===== config.mk =====
export PLATFORM = sky130hd
export DESIGN_NAME = rr_hold_arbiter
export DESIGN_NICKNAME = d
export VERILOG_FILES = /design/src/rtl/rhg_pkg.sv /design/src/rtl/rhg_pick.sv /design/src/rtl/rhg_decode.sv /design/src/rtl/rr_hold_arbiter.sv
export SDC_FILE = /design/constraint.sdc
export NUM_CORES = 1
export LEC_CHECK = 0
export ABC_AREA = 1
export ABC_CLOCK_PERIOD_IN_PS = 2400
export CAP_MARGIN = 25
export CORE_MARGIN = 2
export CORE_UTILIZATION = 25
export CTS_CLUSTER_SIZE = 8
export DETAILED_ROUTE_END_ITERATION = 8
export MAX_ROUTING_LAYER = met4
export PLACE_DENSITY = 0.54
export SLEW_MARGIN = 20
export SYNTH_ARGS = -nofsm -noshare
export SYNTH_HDL_FRONTEND = slang
export SYNTH_SLANG_ARGS = --single-unit

===== constraint.sdc =====
create_clock -name clk -period 2.4 [get_ports clk]
set_input_delay 0.24 -clock clk [delete_from_list [all_inputs] [get_ports clk]]
set_output_delay 0.24 -clock clk [all_outputs]
set_load 0.03 [all_outputs]

===== src/rtl/rhg_pkg.sv =====
package rhg_pkg;

    // Grant-holding machine: ARB_OPEN may take a winner, ARB_HELD waits for release.
    typedef enum logic [0:0] {
        ARB_OPEN = 1'b0,
        ARB_HELD = 1'b1
    } arb_state_t;

endpackage


===== src/rtl/rhg_pick.sv =====
// Combinational search: first active request above 'base', wrapping.
module rhg_pick #(
    parameter int W = 2,
    localparam int N = 1 << W
) (
    input  logic [N-1:0] req,
    input  logic [W-1:0] base,
    output logic         any,
    output logic [W-1:0] pick
);

    always_comb begin
        logic [W-1:0] idx;
        logic         hit;
        hit  = 1'b0;
        pick = '0;
        idx  = '0;
        for (int k = 1; k <= N; k++) begin
            idx = base + W'(k);      // W-bit add wraps modulo N
            if (!hit && req[idx]) begin
                pick = idx;
                hit  = 1'b1;
            end
        end
        any = hit;
    end

endmodule


===== src/rtl/rhg_decode.sv =====
// Binary index to one-hot vector, gated.
module rhg_decode #(
    parameter int W = 2,
    localparam int N = 1 << W
) (
    input  logic [W-1:0] sel,
    input  logic         en,
    output logic [N-1:0] onehot
);

    always_comb begin
        onehot = '0;
        for (int i = 0; i < N; i++) begin
            if (en && (sel == W'(i))) onehot[i] = 1'b1;
        end
    end

endmodule


===== src/rtl/rr_hold_arbiter.sv =====
module rr_hold_arbiter #(
    parameter int SEL_BITS   = 2,
    parameter int PRIO_FIXED = 0
) (
    input  logic                       clk,
    input  logic                       sreset,
    input  logic [(1<<SEL_BITS)-1:0]   req,
    input  logic                       arb_en,
    output logic                       granted,
    output logic [SEL_BITS-1:0]        win_chn,
    output logic [(1<<SEL_BITS)-1:0]   win_pulse
);

    import rhg_pkg::*;

    localparam int N_REQ = 1 << SEL_BITS;
    localparam logic [SEL_BITS-1:0] TOP_CHN = SEL_BITS'(N_REQ - 1);

    arb_state_t             state_q, state_d;
    logic [SEL_BITS-1:0]    search_base;
    logic                   req_any;
    logic [SEL_BITS-1:0]    pick_idx;
    logic                   take;
    logic [N_REQ-1:0]       pick_onehot;
    logic                   granted_q;
    logic [SEL_BITS-1:0]    chn_q;
    logic [N_REQ-1:0]       pulse_q;

    // Priority variant: fixed priority is a rotation pinned to the top channel.
    generate
        if (PRIO_FIXED != 0) begin : g_fixed
            assign search_base = TOP_CHN;
        end else begin : g_rotate
            logic [SEL_BITS-1:0] last_q;
            always_ff @(posedge clk) begin
                if (sreset)    last_q <= TOP_CHN;
                else if (take) last_q <= pick_idx;
            end
            assign search_base = last_q;
        end
    endgenerate

    rhg_pick #(.W(SEL_BITS)) u_pick (
        .req  (req),
        .base (search_base),
        .any  (req_any),
        .pick (pick_idx)
    );

    assign take = (state_q == ARB_OPEN) && arb_en && req_any;

    rhg_decode #(.W(SEL_BITS)) u_decode (
        .sel    (pick_idx),
        .en     (take),
        .onehot (pick_onehot)
    );

    // Next-state logic: take and release transitions.
    always_comb begin
        state_d = state_q;
        unique case (state_q)
            ARB_OPEN: if (arb_en && req_any) state_d = ARB_HELD;
            ARB_HELD: if (!arb_en)           state_d = ARB_OPEN;
            default:                         state_d = ARB_OPEN;
        endcase
    end

    // State register.
    always_ff @(posedge clk) begin
        if (sreset) state_q <= ARB_OPEN;
        else        state_q <= state_d;
    end

    // Output registers.
    always_ff @(posedge clk) begin
        if (sreset) begin
            granted_q <= 1'b0;
            chn_q     <= '0;
            pulse_q   <= '0;
        end else begin
            granted_q <= (state_d == ARB_HELD);
            pulse_q   <= pick_onehot;
            if (take) chn_q <= pick_idx;
        end
    end

    assign granted   = granted_q;
    assign win_chn   = chn_q;
    assign win_pulse = pulse_q;

endmodule


* Word level (Yosys, flattened, before mapping)
Index checks and enable logic that the tools add are counted.
Cells by class: add/subtract/negate cells 3, multipliers 0, div/mod/pow operators 0, order comparisons 4, equal/unequal tests 3, shift operators 0, multiplexer cells 23, bitwise operators 1, reductions and logical operators 14
Operators with widths (count):
- 1-bit 2-to-1 mux | 14
- 2-bit by 3-bit < comparator with 1-bit output, second input constant | 4
- 1-bit logical AND | 10
- 1-bit binary-select mux with 2-bit select | 4
- 2-bit 2-to-1 mux | 4
- 2-bit adder, second input constant | 2
- 2-bit equality test, second input constant | 2
- 1-bit logical NOT | 3
- 2-bit by 1-bit adder with 2-bit output, second input constant | 1
- 2-bit by 1-bit equality test with 1-bit output, second input constant | 1
- 2-bit logical NOT | 1
- 1-bit case mux with 2 select lines | 1
- 1-bit NOT | 1
Word-level totals: flip-flop bits (word level) 9, bits in latches 0, memory bits (writable) 0, ROM bits 0, logic and storage cells 52, memories kept 0

* Longest topological paths before layout
Gate-level depths: netlist of the first run.
word-level depth 16, gate-level depth with buffers 12, depth with buffers taken out 12

* Hierarchy
Synthesis of the first run repeated with hierarchy kept, for this count alone.
Second synthesis, totals: cell total of the unflattened synthesis 94, area total of the unflattened synthesis 594.3 µm²
Modules (own cells, without submodules):
- rr_hold_arbiter | times used 1, cells each 34, area an instance 292.8 µm²
- rhg_pick | times used 1, cells each 52, area an instance 271.5 µm²
- rhg_decode | times used 1, cells each 8, area an instance 30.0 µm²

* Least setup slack after synthesis of the first run
OpenSTA, ideal clock, no wires.
path type reg-to-reg, start point reg g_rotate.last_q[1], end point reg chn_q[0] (netlist: win_chn[0]), library setup time 117 ps, data arrival time 1194 ps, data required time 2283 ps, path slack 1090 ps, stages on the path, launching flop included 12, buffers on the path 0, cell sequence dfxtp_1 -> inv_2 -> nand2_2 -> nand2_2 -> nand2_4 -> nand2_4 -> nor2_4 -> nand3_2 -> nand2_4 -> inv_2 -> nand2_1 -> a21oi_1
On the way: cells in the longest elaborated chain, start to end 14, elaborated cells between the ends (all ways) 26, those cells by class 3 x add/sub; 16 x mux; 7 x reduce/logical
Ends and longest elaborated chain:
- from (decl) | line rr_hold_arbiter.sv:34 | logic [SEL_BITS-1:0] last_q;
- from (signal assigned) | line rr_hold_arbiter.sv:37 | else if (take) last_q <= pick_idx;
- 2-bit by 1-bit adder with 2-bit output | line rhg_pick.sv:19 | idx = base + W'(k);
- 1-bit binary-select mux with 2-bit select | line rhg_pick.sv:20 | if (!hit && req[idx]) begin
- 1-bit 2-to-1 mux (implied by the code) | line rhg_pick.sv:20
- 1-bit 2-to-1 mux | line rhg_pick.sv:20
- 1-bit logical NOT | line rhg_pick.sv:20
- 1-bit logical AND | line rhg_pick.sv:20
- 1-bit 2-to-1 mux | line rhg_pick.sv:20
- 1-bit logical NOT | line rhg_pick.sv:20
- 1-bit logical AND | line rhg_pick.sv:20
- 1-bit 2-to-1 mux | line rhg_pick.sv:20
- 1-bit logical NOT | line rhg_pick.sv:20
- 1-bit logical AND | line rhg_pick.sv:20
- 1-bit 2-to-1 mux | line rhg_pick.sv:20
- 1-bit logical AND | line rr_hold_arbiter.sv:50 | assign take = (state_q == ARB_OPEN) && arb_en && req_any;
- to (signal assigned) | line rr_hold_arbiter.sv:83 | if (take) chn_q <= pick_idx;
- to (decl) | line rr_hold_arbiter.sv:26 | logic [SEL_BITS-1:0] chn_q;
Parallel ways exist; a longest one is shown, timed or not. The select of a mux whose other input is x is not followed. A chain may end at the register's enable or synchronous reset.

* Final worst setup path of the first run
start point reg g_rotate.last_q[0], end point reg chn_q[0] (netlist: win_chn[0])
The elaborated chain is that of the path after synthesis.

==> summary.md, run 1 <==
| Metric | Value |
|---|---|
| Number of library cell types mapped by synthesis | `19` |
| Crit path required time | `2540 ps` |
| Final Hold Vio Count | `0` |
| Area of the multi-input gates | `338 µm²` |
| Ratio of routed vias to standard cells | `4.23` |
| Final std cells w/o fill | `134` |
| Critical path launch point type | `flip-flop` |
| Clock tree from TritonCTS | `yes` |
| Depth of the CTS H-tree | `1` |
| Clock edge transition at the registers on the reported setup and hold paths | `60 ps` |
| Number of nets with antenna violations after detailed routing | `0` |
| Count of final max-slew check failures | `0` |
| Number of nets produced by synthesis | `97` |
| Final period utilization | `72.2%` |
| First-pass DRT Iterations | `3` |
| Commonest register cell after synthesis | `sky130_fd_sc_hd__dfxtp_1` |
| Sum of overflow across all layers after global routing | `0` |
| Reg-to-reg critical path startpoint | `g_rotate.last_q[0]` |
| Post-Syn Instances | `90` |
| Share of layout cells above drive strength 1 | `21.7%` |
| Post CTS Setup Buffer Count | `0` |
| Clock buffer depth | `2` |
| Pin count of the biggest net entering global routing | `12` |
| Setup repair after global routing missed its margin | `no` |
| Largest cells by area after synthesis | `sky130_fd_sc_hd__dfxtp_1, sky130_fd_sc_hd__nand2_1, sky130_fd_sc_hd__nand2_2, sky130_fd_sc_hd__nand2_4, sky130_fd_sc_hd__inv_1` |
| Number of flops mapped to enable cells by yosys | `0` |
| Capture instance of the worst register-to-register path | `win_chn[0]` |
| Core area | `0.00221 mm²` |
| Kind of end point of the critical path | `flip-flop` |
| Synthesized area divided by synthesized cell count | `6.46 µm²` |
| Clock Skews | `3.08 ps` |
| Area overhead of the layout relative to synthesis | `31.0%` |
| Number of DRC markers in iteration 0 | `3` |
| Worst-skew pair later-pin latency | `250 ps` |
| Max Fanout on Critical Path | `11` |
| Antenna fix cells | `0` |
| Crit path setup slack, layout | `668 ps` |
| WL/cell | `8.31 µm` |
| Post-detailed-route DRC marker count | `0` |
| R2r worst-path depth | `11` |
| CP Data Arrival Time | `1870 ps` |
| Input/output buffers | `13` |
| # clock sinks | `9` |
| Actual slew at the worst max-slew pin | `436 ps` |
| Final period demand of the worst path | `1730 ps` |
| Number of CTS-inserted buffers | `3` |
| MaxCap Viol Count | `0` |
| DIE HEIGHT | `52.2 µm` |
| Combined area of all synthesized cells | `582 µm²` |
| Setup slack at placement | `674 ps` |
| Wire length of the first global-routing pass | `2190 µm` |
| Antenna violations before repair | `0` |
| Die outline area | `0.00273 mm²` |
| Maximum ir drop on the vdd rail | `0.451 mV` |
| Detailed placement HPWL | `896 µm` |
| Sequential element share of the synthesized area | `31.0%` |
| Number of resized instances in the post-cts repair step | `0` |
| Combined flip-flop and latch cell area | `180 µm²` |
| Boundary Pins | `14` |
| Final setup fails | `0` |
| Setup TNS | `0 ps` |
| Routed via count | `567` |
| Async S/R FF share, synth | `0%` |
| Worst slew margin | `70.9%` |
| Total routing resource utilization after global routing | `10.7%` |
| Setup crit end | `win_chn[0]` |
| Internal reg-to-reg setup slack | `670 ps` |
| Routability cong. | `0.755` |
| Starting utilization of the core area | `26.3%` |
| Startpoint-to-endpoint class of the critical path | `flip-flop to flip-flop` |
| Root cell of the clock tree | `sky130_fd_sc_hd__clkbuf_4` |
| Total number of yosys warnings | `0` |
| Synth top area share | `31.0%` |
| Final worst hold slack | `464 ps` |
| Cell count after placement | `130` |
| Number of global-route vias before repair | `578` |
| Status | `finished clean` |
| Rows | `17` |
| Hold/Removal Path Class | `flip-flop to flip-flop` |
| Layout Nets | `114` |
| Leakage power summed over all cells | `0.000375 µW` |
| CTS hold repair buffers | `0` |
| Routed WL | `1110 µm` |
| Power Density | `886 mW/mm²` |
| Count of state elements after synthesis | `9` |
| Die boundary width | `52.2 µm` |
| Max frequency | `577 MHz` |
| Number of fillers in the final layout | `255` |
| Total Power Consumption | `675 µW` |
| CP Launch Point | `g_rotate.last_q[0]` |
| Biggest area consumer among synthesized cells | `sky130_fd_sc_hd__dfxtp_1` |
-- cells in the final DEF (no fill, tap or decap), types with 3 or more instances in the layout --
| cell type | instances |
|---|---|
| sky130_fd_sc_hd__nand2_1 | 31 |
| sky130_fd_sc_hd__clkdlybuf4s50_1 | 13 |
| sky130_fd_sc_hd__dfxtp_1 | 9 |
| sky130_fd_sc_hd__nand2_2 | 8 |
| sky130_fd_sc_hd__inv_1 | 8 |
| sky130_fd_sc_hd__nor2_1 | 6 |
| sky130_fd_sc_hd__inv_2 | 5 |
| sky130_fd_sc_hd__nand3_1 | 5 |
| sky130_fd_sc_hd__nand2_4 | 3 |
| sky130_fd_sc_hd__a21oi_1 | 3 |
| sky130_fd_sc_hd__nand4_1 | 3 |
| sky130_fd_sc_hd__clkbuf_4 | 3 |
-- worst min path at each step --
stage	slack, ps	endpoint	start	cells past startpoint
after floorplan	310	win_chn[0]	sreset	1
after global placement	460	win_chn[1]	win_chn[1]	2
after detailed placement	460	win_chn[0]	win_chn[0]	2
after CTS	470	win_chn[0]	win_chn[0]	2
after global routing	490	win_chn[0]	win_chn[0]	2
final	460	win_chn[0]	win_chn[0]	2
-- cell type report --
cell class	instances	area share, %
multi-input cells	66	44.3
clock buffers	4	3.45
inverters	14	6.90
repair buffers	13	17.1
flip-flops and latches	9	23.6
well taps	28	4.60
-- worst max-delay path, stage by stage, from the launching register on --
cell and delay [ps]:
sky130_fd_sc_hd__dfxtp_1 590, sky130_fd_sc_hd__inv_2 140, sky130_fd_sc_hd__nand2_1 100, sky130_fd_sc_hd__nand2_1 80, sky130_fd_sc_hd__nand2_1 80, sky130_fd_sc_hd__nand2_1 80
sky130_fd_sc_hd__nor2_4 130, sky130_fd_sc_hd__nand3_2 120, sky130_fd_sc_hd__nand2_4 110, sky130_fd_sc_hd__inv_2 40, sky130_fd_sc_hd__nand2_1 80, sky130_fd_sc_hd__a21oi_1 60
-- routing by layer --
| layer | up-vias | track usage, % | wire, µm |
|---|---|---|---|
| li1 | 311 | - | - |
| met1 | 248 | 13.0 | 554 |
| met2 | 6 | 18.1 | 537 |
| met3 | 2 | 1.71 | 15 |
| met4 | 0 | 3.85 | 8 |
| met5 | - | - | 0 |
-- flip-flops by register name (all words and copies together), names as in the netlist --
signal,cells
win_pulse,4
g_rotate.last_q,2
win_chn,2
granted,1
-- through the flow --
stage | util (%) | cell area, µm²
CTS | 34.4 | 762
floorplan | - | 582
global placement | 33.3 | 736
finish | 34.4 | 762
detailed placement | 33.3 | 736
global route | 34.4 | 762
-- synthesized netlist by cell type (3+ instances only) --
cell	count
sky130_fd_sc_hd__nand2_2	8
sky130_fd_sc_hd__nand2_1	31
sky130_fd_sc_hd__a21oi_1	3
sky130_fd_sc_hd__nand4_1	3
sky130_fd_sc_hd__nor2_1	6
sky130_fd_sc_hd__nand3_1	5
sky130_fd_sc_hd__inv_1	8
sky130_fd_sc_hd__nand2_4	3
sky130_fd_sc_hd__inv_2	5
sky130_fd_sc_hd__dfxtp_1	9
-- cells by family after synthesis --
| family | after synthesis | share of synthesized area, % |
|---|---|---|
| AO/OA/AOI/OAI | 7 | 7.53 |
| buffers and inverters | 15 | 11.0 |
| flip-flops | 9 | 31.0 |
| AND/OR/NAND/NOR | 59 | 50.5 |
-- where the power goes --
part           switching [µW]  internal, µW  total [µW]
Sequential               27.9           175         203
Clock                    49.5          63.9         113
Combinational             229           130         359
Total                     307           369         675
No activity file was read; power rests on OpenSTA's default activity.
==> run 2, diff against run 1 <==
--- a/config.mk
+++ b/config.mk
@@ -6,7 +6,7 @@
 export NUM_CORES = 1
 export LEC_CHECK = 0
 export ABC_AREA = 1
-export ABC_CLOCK_PERIOD_IN_PS = 2400
+export ABC_CLOCK_PERIOD_IN_PS = 1790
 export CAP_MARGIN = 25
 export CORE_MARGIN = 2
 export CORE_UTILIZATION = 25
==> constraint.sdc (replaced) <==
create_clock -name clk -period 1.79 [get_ports clk]
set_input_delay 0.179 -clock clk [delete_from_list [all_inputs] [get_ports clk]]
set_output_delay 0.179 -clock clk [all_outputs]
set_load 0.03 [all_outputs]
==> run 2 against run 1 <==
- flip-flop and latch count unchanged
- power up 37%
- wire length up 3.7%
- clock skew up 2.0 ps
- first-iteration DRC count up 33%
- maximum frequency up 15%
- critical path depth unchanged
- sequential power up 28%
- count of clock-buffer cells in the layout unchanged
- largest cell class unchanged
- largest power group unchanged
==> summary.md, run 2 (same netlist as run 1, synthesis figures left out) <==
| Metric | Value |
|---|---|
| Depth of the CTS H-tree | `1` |
| Number of global-route vias before repair | `517` |
| Critical path launch point type | `flip-flop` |
| Ordered list of cells on the worst path | `inv_2 -> nand2_2 -> nand2_2 -> nand2_4 -> nand2_4 -> nor2_4 -> nand3_2 -> nand2_4 -> inv_2 -> nand2_1 -> a21oi_1` |
| Clock buffer depth | `2` |
| Routed WL | `1160 µm` |
| DIE HEIGHT | `52.2 µm` |
| Share of layout cells above drive strength 1 | `23.1%` |
| Slowest stage cell on the critical path | `sky130_fd_sc_hd__dfxtp_1` |
| Internal reg-to-reg setup slack | `290 ps` |
| M3 GR Usage | `1.71%` |
| Hold/Removal Path Class | `flip-flop to flip-flop` |
| Count of final max-slew check failures | `0` |
| CTS hold repair buffers | `0` |
| Wire length of the first global-routing pass | `2130 µm` |
| Total internal power | `507 µW` |
| Final setup fails | `0` |
| MaxCap Viol Count | `0` |
| Routability cong. | `0.816` |
| # clock sinks | `9` |
| Number of flip-flops under the largest register name | `4` |
| Area overhead of the layout relative to synthesis | `33.5%` |
| Dominant cell type by count on the critical path | `sky130_fd_sc_hd__nand2_4` |
| CP Data Arrival Time | `1640 ps` |
| Worst-skew pair later-pin latency | `260 ps` |
| Actual slew at the worst max-slew pin | `309 ps` |
| Routed via count | `556` |
| Power share of the sequential group | `28.1%` |
| Core area | `0.00221 mm²` |
| Die boundary width | `52.2 µm` |
| Ratio of routed vias to standard cells | `4.09` |
| Sum of overflow across all layers after global routing | `0` |
| Sw frac | `45.0%` |
| Highest cell delay on the worst timing path | `460 ps` |
| Total routing resource utilization after global routing | `10.6%` |
| Startpoint-to-endpoint class of the critical path | `flip-flop to flip-flop` |
| Number of nets with antenna violations after detailed routing | `0` |
| Layout Nets | `116` |
| Detailed placement HPWL | `924 µm` |
| WL/cell | `8.49 µm` |
| Crit-path leading delay family | `simple AND/OR/NAND/NOR gates` |
| Commonest non-fill, non-tap cells in the layout | `sky130_fd_sc_hd__nand2_1, sky130_fd_sc_hd__clkdlybuf4s50_1, sky130_fd_sc_hd__dfxtp_1, sky130_fd_sc_hd__nand2_2, sky130_fd_sc_hd__inv_1` |
| Number of resized instances in the post-cts repair step | `0` |
| Maximum ir drop on the vdd rail | `0.619 mV` |
| Most common library cell in the layout ignoring fill and taps | `sky130_fd_sc_hd__nand2_1` |
| Number of DRC markers in iteration 0 | `4` |
| Leakage power summed over all cells | `0.000384 µW` |
| Bufs and invs on worst path | `2` |
| Die outline area | `0.00273 mm²` |
| Most heavily used metal layer in global routing | `met2` |
| Clock Power Share | `16.7%` |
| Crit path required time | `1930 ps` |
| Final Hold Vio Count | `0` |
| Root cell of the clock tree | `sky130_fd_sc_hd__clkbuf_4` |
| Net Sw Power | `415 µW` |
| Max Fanout on Critical Path | `7` |
| Routing usage on met2 | `18.6%` |
| Final period utilization | `84.1%` |
| Power Density | `1190 mW/mm²` |
| Clock tree from TritonCTS | `yes` |
| Post-detailed-route DRC marker count | `0` |
| First-pass DRT Iterations | `4` |
| Post CTS Setup Buffer Count | `0` |
| Rows | `17` |
| Kind of end point of the critical path | `flip-flop` |
| Setup TNS | `0 ps` |
| Number of CTS-inserted buffers | `3` |
| Final period demand of the worst path | `1500 ps` |
| M1 GR Usage | `12.3%` |
| Worst slew margin | `79.3%` |
| Antenna violations before repair | `0` |
| Area of the multi-input gates | `338 µm²` |
| Starting utilization of the core area | `26.3%` |
| Clock edge transition at the registers on the reported setup and hold paths | `60 ps` |
| Clock Skews | `5.06 ps` |
| Number of fillers in the final layout | `250` |
| Setup repair after global routing missed its margin | `no` |
| Final worst hold slack | `467 ps` |
| Relative contribution of combinational cells to total power | `55.1%` |
| Boundary Pins | `14` |
| Antenna fix cells | `0` |
| Combined flip-flop and latch cell area | `180 µm²` |
| Pin count of the biggest net entering global routing | `8` |
| Status | `finished clean` |
| Input/output buffers | `13` |
| Max frequency | `665 MHz` |
## run 2: changes by cell type in the layout (fill, tap and decap cells not counted), sizes merged
cell  delta
buf      +2
## run 2: path summary, 6_finish.rpt
| kind | startpoint | endpoint | cells past startpoint |
|---|---|---|---|
| setup / recovery | g_rotate.last_q[1] | win_chn[0] | 11 |
| hold / removal | win_chn[0] | win_chn[0] | 2 |
| setup reg to reg | g_rotate.last_q[1] | win_chn[0] | 11 |
| hold reg to reg | win_chn[0] | win_chn[0] | 2 |
## run 2: power groups by stage
stage / clock, µW / combinational (µW) / sequential, µW
5_1_grt: 173 / 578 / 263
3_3_place_gp: 0 / 505 / 264
4_1_cts: 161 / 514 / 260
2_1_floorplan: 0 / 343 / 307
6_report: 154 / 508 / 260
3_5_place_dp: 0 / 510 / 264
## run 2: final cells by class
| class | instances | area share [%] |
|---|---|---|
| well taps | 28 | 4.51 |
| flip-flops and latches | 9 | 23.2 |
| inverters | 14 | 6.76 |
| clock buffers | 4 | 3.38 |
| multi-input cells | 66 | 43.5 |
| repair buffers | 15 | 18.7 |
## run 2: metal layers
layer | part of all wire [%] | wire [µm] | up-vias
li1 | - | - | 317
met1 | 46 | 531 | 229
met2 | 50 | 583 | 8
met3 | 2.7 | 31 | 2
met4 | 0.78 | 9 | 0
met5 | 0 | 0 | -
## run 2: stage by stage
step	util [%]	setup WS, ps	power [µW]	instance area, µm²	std cells
floorplan	-	480	651	582	90
global placement	33.9	172	770	751	132
detailed placement	33.9	176	774	751	132
CTS	35.1	280	935	777	136
global route	35.1	81.5	1010	777	136
finish	35.1	285	922	777	136
## run 2: tightest hold or removal path, cell delays in order (launching register included)
cell	delay, ps
sky130_fd_sc_hd__dfxtp_1	310
sky130_fd_sc_hd__nand2_1	60
sky130_fd_sc_hd__a21oi_1	50
==> run 3, diff against run 2 <==
--- a/config.mk
+++ b/config.mk
@@ -6,7 +6,7 @@
 export NUM_CORES = 1
 export LEC_CHECK = 0
 export ABC_AREA = 1
-export ABC_CLOCK_PERIOD_IN_PS = 1790
+export ABC_CLOCK_PERIOD_IN_PS = 1560
 export CAP_MARGIN = 25
 export CORE_MARGIN = 2
 export CORE_UTILIZATION = 25
==> constraint.sdc (replaced) <==
create_clock -name clk -period 1.56 [get_ports clk]
set_input_delay 0.156 -clock clk [delete_from_list [all_inputs] [get_ports clk]]
set_output_delay 0.156 -clock clk [all_outputs]
set_load 0.03 [all_outputs]
==> run 3 against run 2 <==
- highest routed layer unchanged
- non-clock buffer count rose by 4
- worst hold slack better by 4.8 ps
- sequential power increased by 19%
- via count grew 8.8%
- global-route usage fell by 0.73 points
- critical endpoint is now granted
- flip-flop and latch count stayed put
- worst setup slack got worse by 180 ps
- critical path type is now flip-flop to primary output
- design area up 18%
- count of clock-buffer cells in the layout stayed put
- wire length up 13%
==> summary.md, run 3 (same netlist as run 1, synthesis figures left out) <==
| Metric | Value |
|---|---|
| Bufs and invs on worst path | `1` |
| Sw frac | `45.9%` |
| First-pass DRT Iterations | `3` |
| Maximum ir drop on the vdd rail | `0.763 mV` |
| Final period demand of the worst path | `1460 ps` |
| Post-detailed-route DRC marker count | `0` |
| Hold/Removal Path Class | `flip-flop to flip-flop` |
| Status | `finished clean` |
| CTS hold repair buffers | `0` |
| Relative contribution of combinational cells to total power | `60.4%` |
| Boundary Pins | `14` |
| Detailed placement HPWL | `887 µm` |
| Endpoint of the worst hold-timing path | `win_chn[1]` |
| Routed via count | `605` |
| Starting utilization of the core area | `26.3%` |
| Area overhead of the layout relative to synthesis | `57.4%` |
| Slowest stage cell on the critical path | `sky130_fd_sc_hd__clkdlybuf4s50_1` |
| Crit path required time | `1400 ps` |
| Sum of overflow across all layers after global routing | `0` |
| Layout Nets | `120` |
| Wire length of the first global-routing pass | `1930 µm` |
| Capture instance of the worst register-to-register path | `win_pulse[0]` |
| Max frequency | `686 MHz` |
| Number of flip-flops under the largest register name | `4` |
| Clock Skews | `4.78 ps` |
| Antenna fix cells | `0` |
| Input/output buffers | `13` |
| Number of global-route vias before repair | `507` |
| Rows | `17` |
| MaxCap Viol Count | `0` |
| Power share of the sequential group | `24.9%` |
| Setup TNS | `0 ps` |
| Total routing resource utilization after global routing | `9.90%` |
| Number of DRC markers in iteration 0 | `19` |
| Number of nets with antenna violations after detailed routing | `0` |
| Internal reg-to-reg setup slack | `120 ps` |
| Core area | `0.00221 mm²` |
| Reg-to-reg critical path startpoint | `g_rotate.last_q[0]` |
| Pin count of the biggest net entering global routing | `7` |
| Actual slew at the worst max-slew pin | `309 ps` |
| Power Density | `1350 mW/mm²` |
| Total internal power | `671 µW` |
| Clock edge transition at the registers on the reported setup and hold paths | `60 ps` |
| Clock buffer depth | `2` |
| Ordered list of cells on the worst path | `clkdlybuf4s50_1` |
| Number of CTS-inserted buffers | `3` |
| Post-Route Utilization | `41.4%` |
| Share of layout cells above drive strength 1 | `37.5%` |
| Depth of the CTS H-tree | `1` |
| Commonest non-fill, non-tap cells in the layout | `sky130_fd_sc_hd__nand2_1, sky130_fd_sc_hd__clkdlybuf4s50_1, sky130_fd_sc_hd__nand2_4, sky130_fd_sc_hd__nand2_2, sky130_fd_sc_hd__inv_1` |
| Worst-skew pair later-pin latency | `270 ps` |
| Final period utilization | `93.4%` |
| Startpoint-to-endpoint class of the critical path | `flip-flop to primary output` |
| Most common library cell in the layout ignoring fill and taps | `sky130_fd_sc_hd__nand2_1` |
| Die outline area | `0.00273 mm²` |
| DIE HEIGHT | `52.2 µm` |
| Count of final max-slew check failures | `0` |
| Routed WL | `1310 µm` |
| CP Data Arrival Time | `1300 ps` |
| Clock tree from TritonCTS | `yes` |
| Crit-path leading delay family | `buffers and inverters` |
| Leakage power summed over all cells | `0.000430 µW` |
| Root cell of the clock tree | `sky130_fd_sc_hd__clkbuf_4` |
| Ratio of routed vias to standard cells | `4.32` |
| Worst slew margin | `79.3%` |
| R2r worst-path depth | `11` |
| Kind of end point of the critical path | `primary output` |
| Final setup fails | `0` |
| Highest cell delay on the worst timing path | `680 ps` |
| WL/cell | `9.34 µm` |
| Critical path launch point type | `flip-flop` |
| # clock sinks | `9` |
| Startpoint of the worst hold path | `win_chn[1]` |
| Die boundary width | `52.2 µm` |
| Net Sw Power | `570 µW` |
| Clock Power Share | `14.7%` |
| Max Fanout on Critical Path | `3` |
| Depth of the worst hold-timing path | `2` |
| Routability cong. | `0.773` |
| Final Hold Vio Count | `0` |
| Antenna violations before repair | `0` |
==> run 3: cell types whose count changed in the layout (fill, tap and decap cells not counted), moves of 2 or more <==
cell	change
sky130_fd_sc_hd__nand2_1	-10
sky130_fd_sc_hd__nand2_4	+9
sky130_fd_sc_hd__buf_4	+2
sky130_fd_sc_hd__buf_6	+2
sky130_fd_sc_hd__dfxtp_1	-2
sky130_fd_sc_hd__dfxtp_4	+2
sky130_fd_sc_hd__inv_2	-2
sky130_fd_sc_hd__inv_4	+2
==> run 3: layout make-up <==
type | instances | area, µm²
Inverter | 14 | 57.6
Fill cell | 245 | 1300
Multi-Input combinational cell | 66 | 427
Clock buffer | 4 | 26.3
Timing Repair Buffer | 19 | 183
Sequential cell | 9 | 188
Tap cell | 28 | 35.0
==> run 3: power by group through the flow <==
stage	clock [µW]	sequential [µW]	combinational, µW
6_report	182	309	749
5_1_grt	200	315	831
3_5_place_dp	0	299	594
3_3_place_gp	0	300	594
2_1_floorplan	0	353	394
4_1_cts	190	295	599
==> run 3: worst register-to-register path: stages, from the launching register on <==
cell,delay [ps]
sky130_fd_sc_hd__dfxtp_4,370
sky130_fd_sc_hd__buf_6,140
sky130_fd_sc_hd__nand2_2,60
sky130_fd_sc_hd__nand2_2,90
sky130_fd_sc_hd__inv_2,40
sky130_fd_sc_hd__o21ai_4,130
sky130_fd_sc_hd__inv_1,90
sky130_fd_sc_hd__nand3_4,70
sky130_fd_sc_hd__nand2_4,80
sky130_fd_sc_hd__nor2_2,110
sky130_fd_sc_hd__nand3_1,90
sky130_fd_sc_hd__nor2_1,90
==> run 3: layer usage <==
layer | up-vias | wire length [µm] | GRT usage (%)
met5 | - | 0 | -
li1 | 324 | - | -
met3 | 7 | 41 | 1.71
met4 | 0 | 50 | 7.69
met2 | 13 | 638 | 15.0
met1 | 261 | 578 | 11.6
==> run 3: how the worst max path moves through the flow <==
stage,start,end,slack (ps),depth (start not counted)
2_1_floorplan,g_rotate.last_q[1],win_chn[0],250,11
3_3_place_gp,req[3],g_rotate.last_q[1],-20,11
3_5_place_dp,req[3],win_chn[0],-20,11
4_1_cts,granted,granted,90,1
5_1_grt,g_rotate.last_q[0],win_pulse[0],-20,11
6_report,granted,granted,100,1
==> run 3: what timing repair did <==
| action | CTS | global route |
|---|---|---|
| resized for setup | 0 | 31 |
| buffers inserted | 0 | 3 |
| setup endpoints to repair | 0 | 7 |
==> run 3: through the flow <==
stage               cells  cell area, µm²  setup slack, ps  power (µW)  hold slack (ps)
finish                140             916              102        1240              471
global route          140             916            -19.7        1350              490
CTS                   137             785             94.2        1080              474
detailed placement    133             758            -15.7         893              462
global placement      133             758            -16.8         894              462
floorplan              90             582              250         747              225
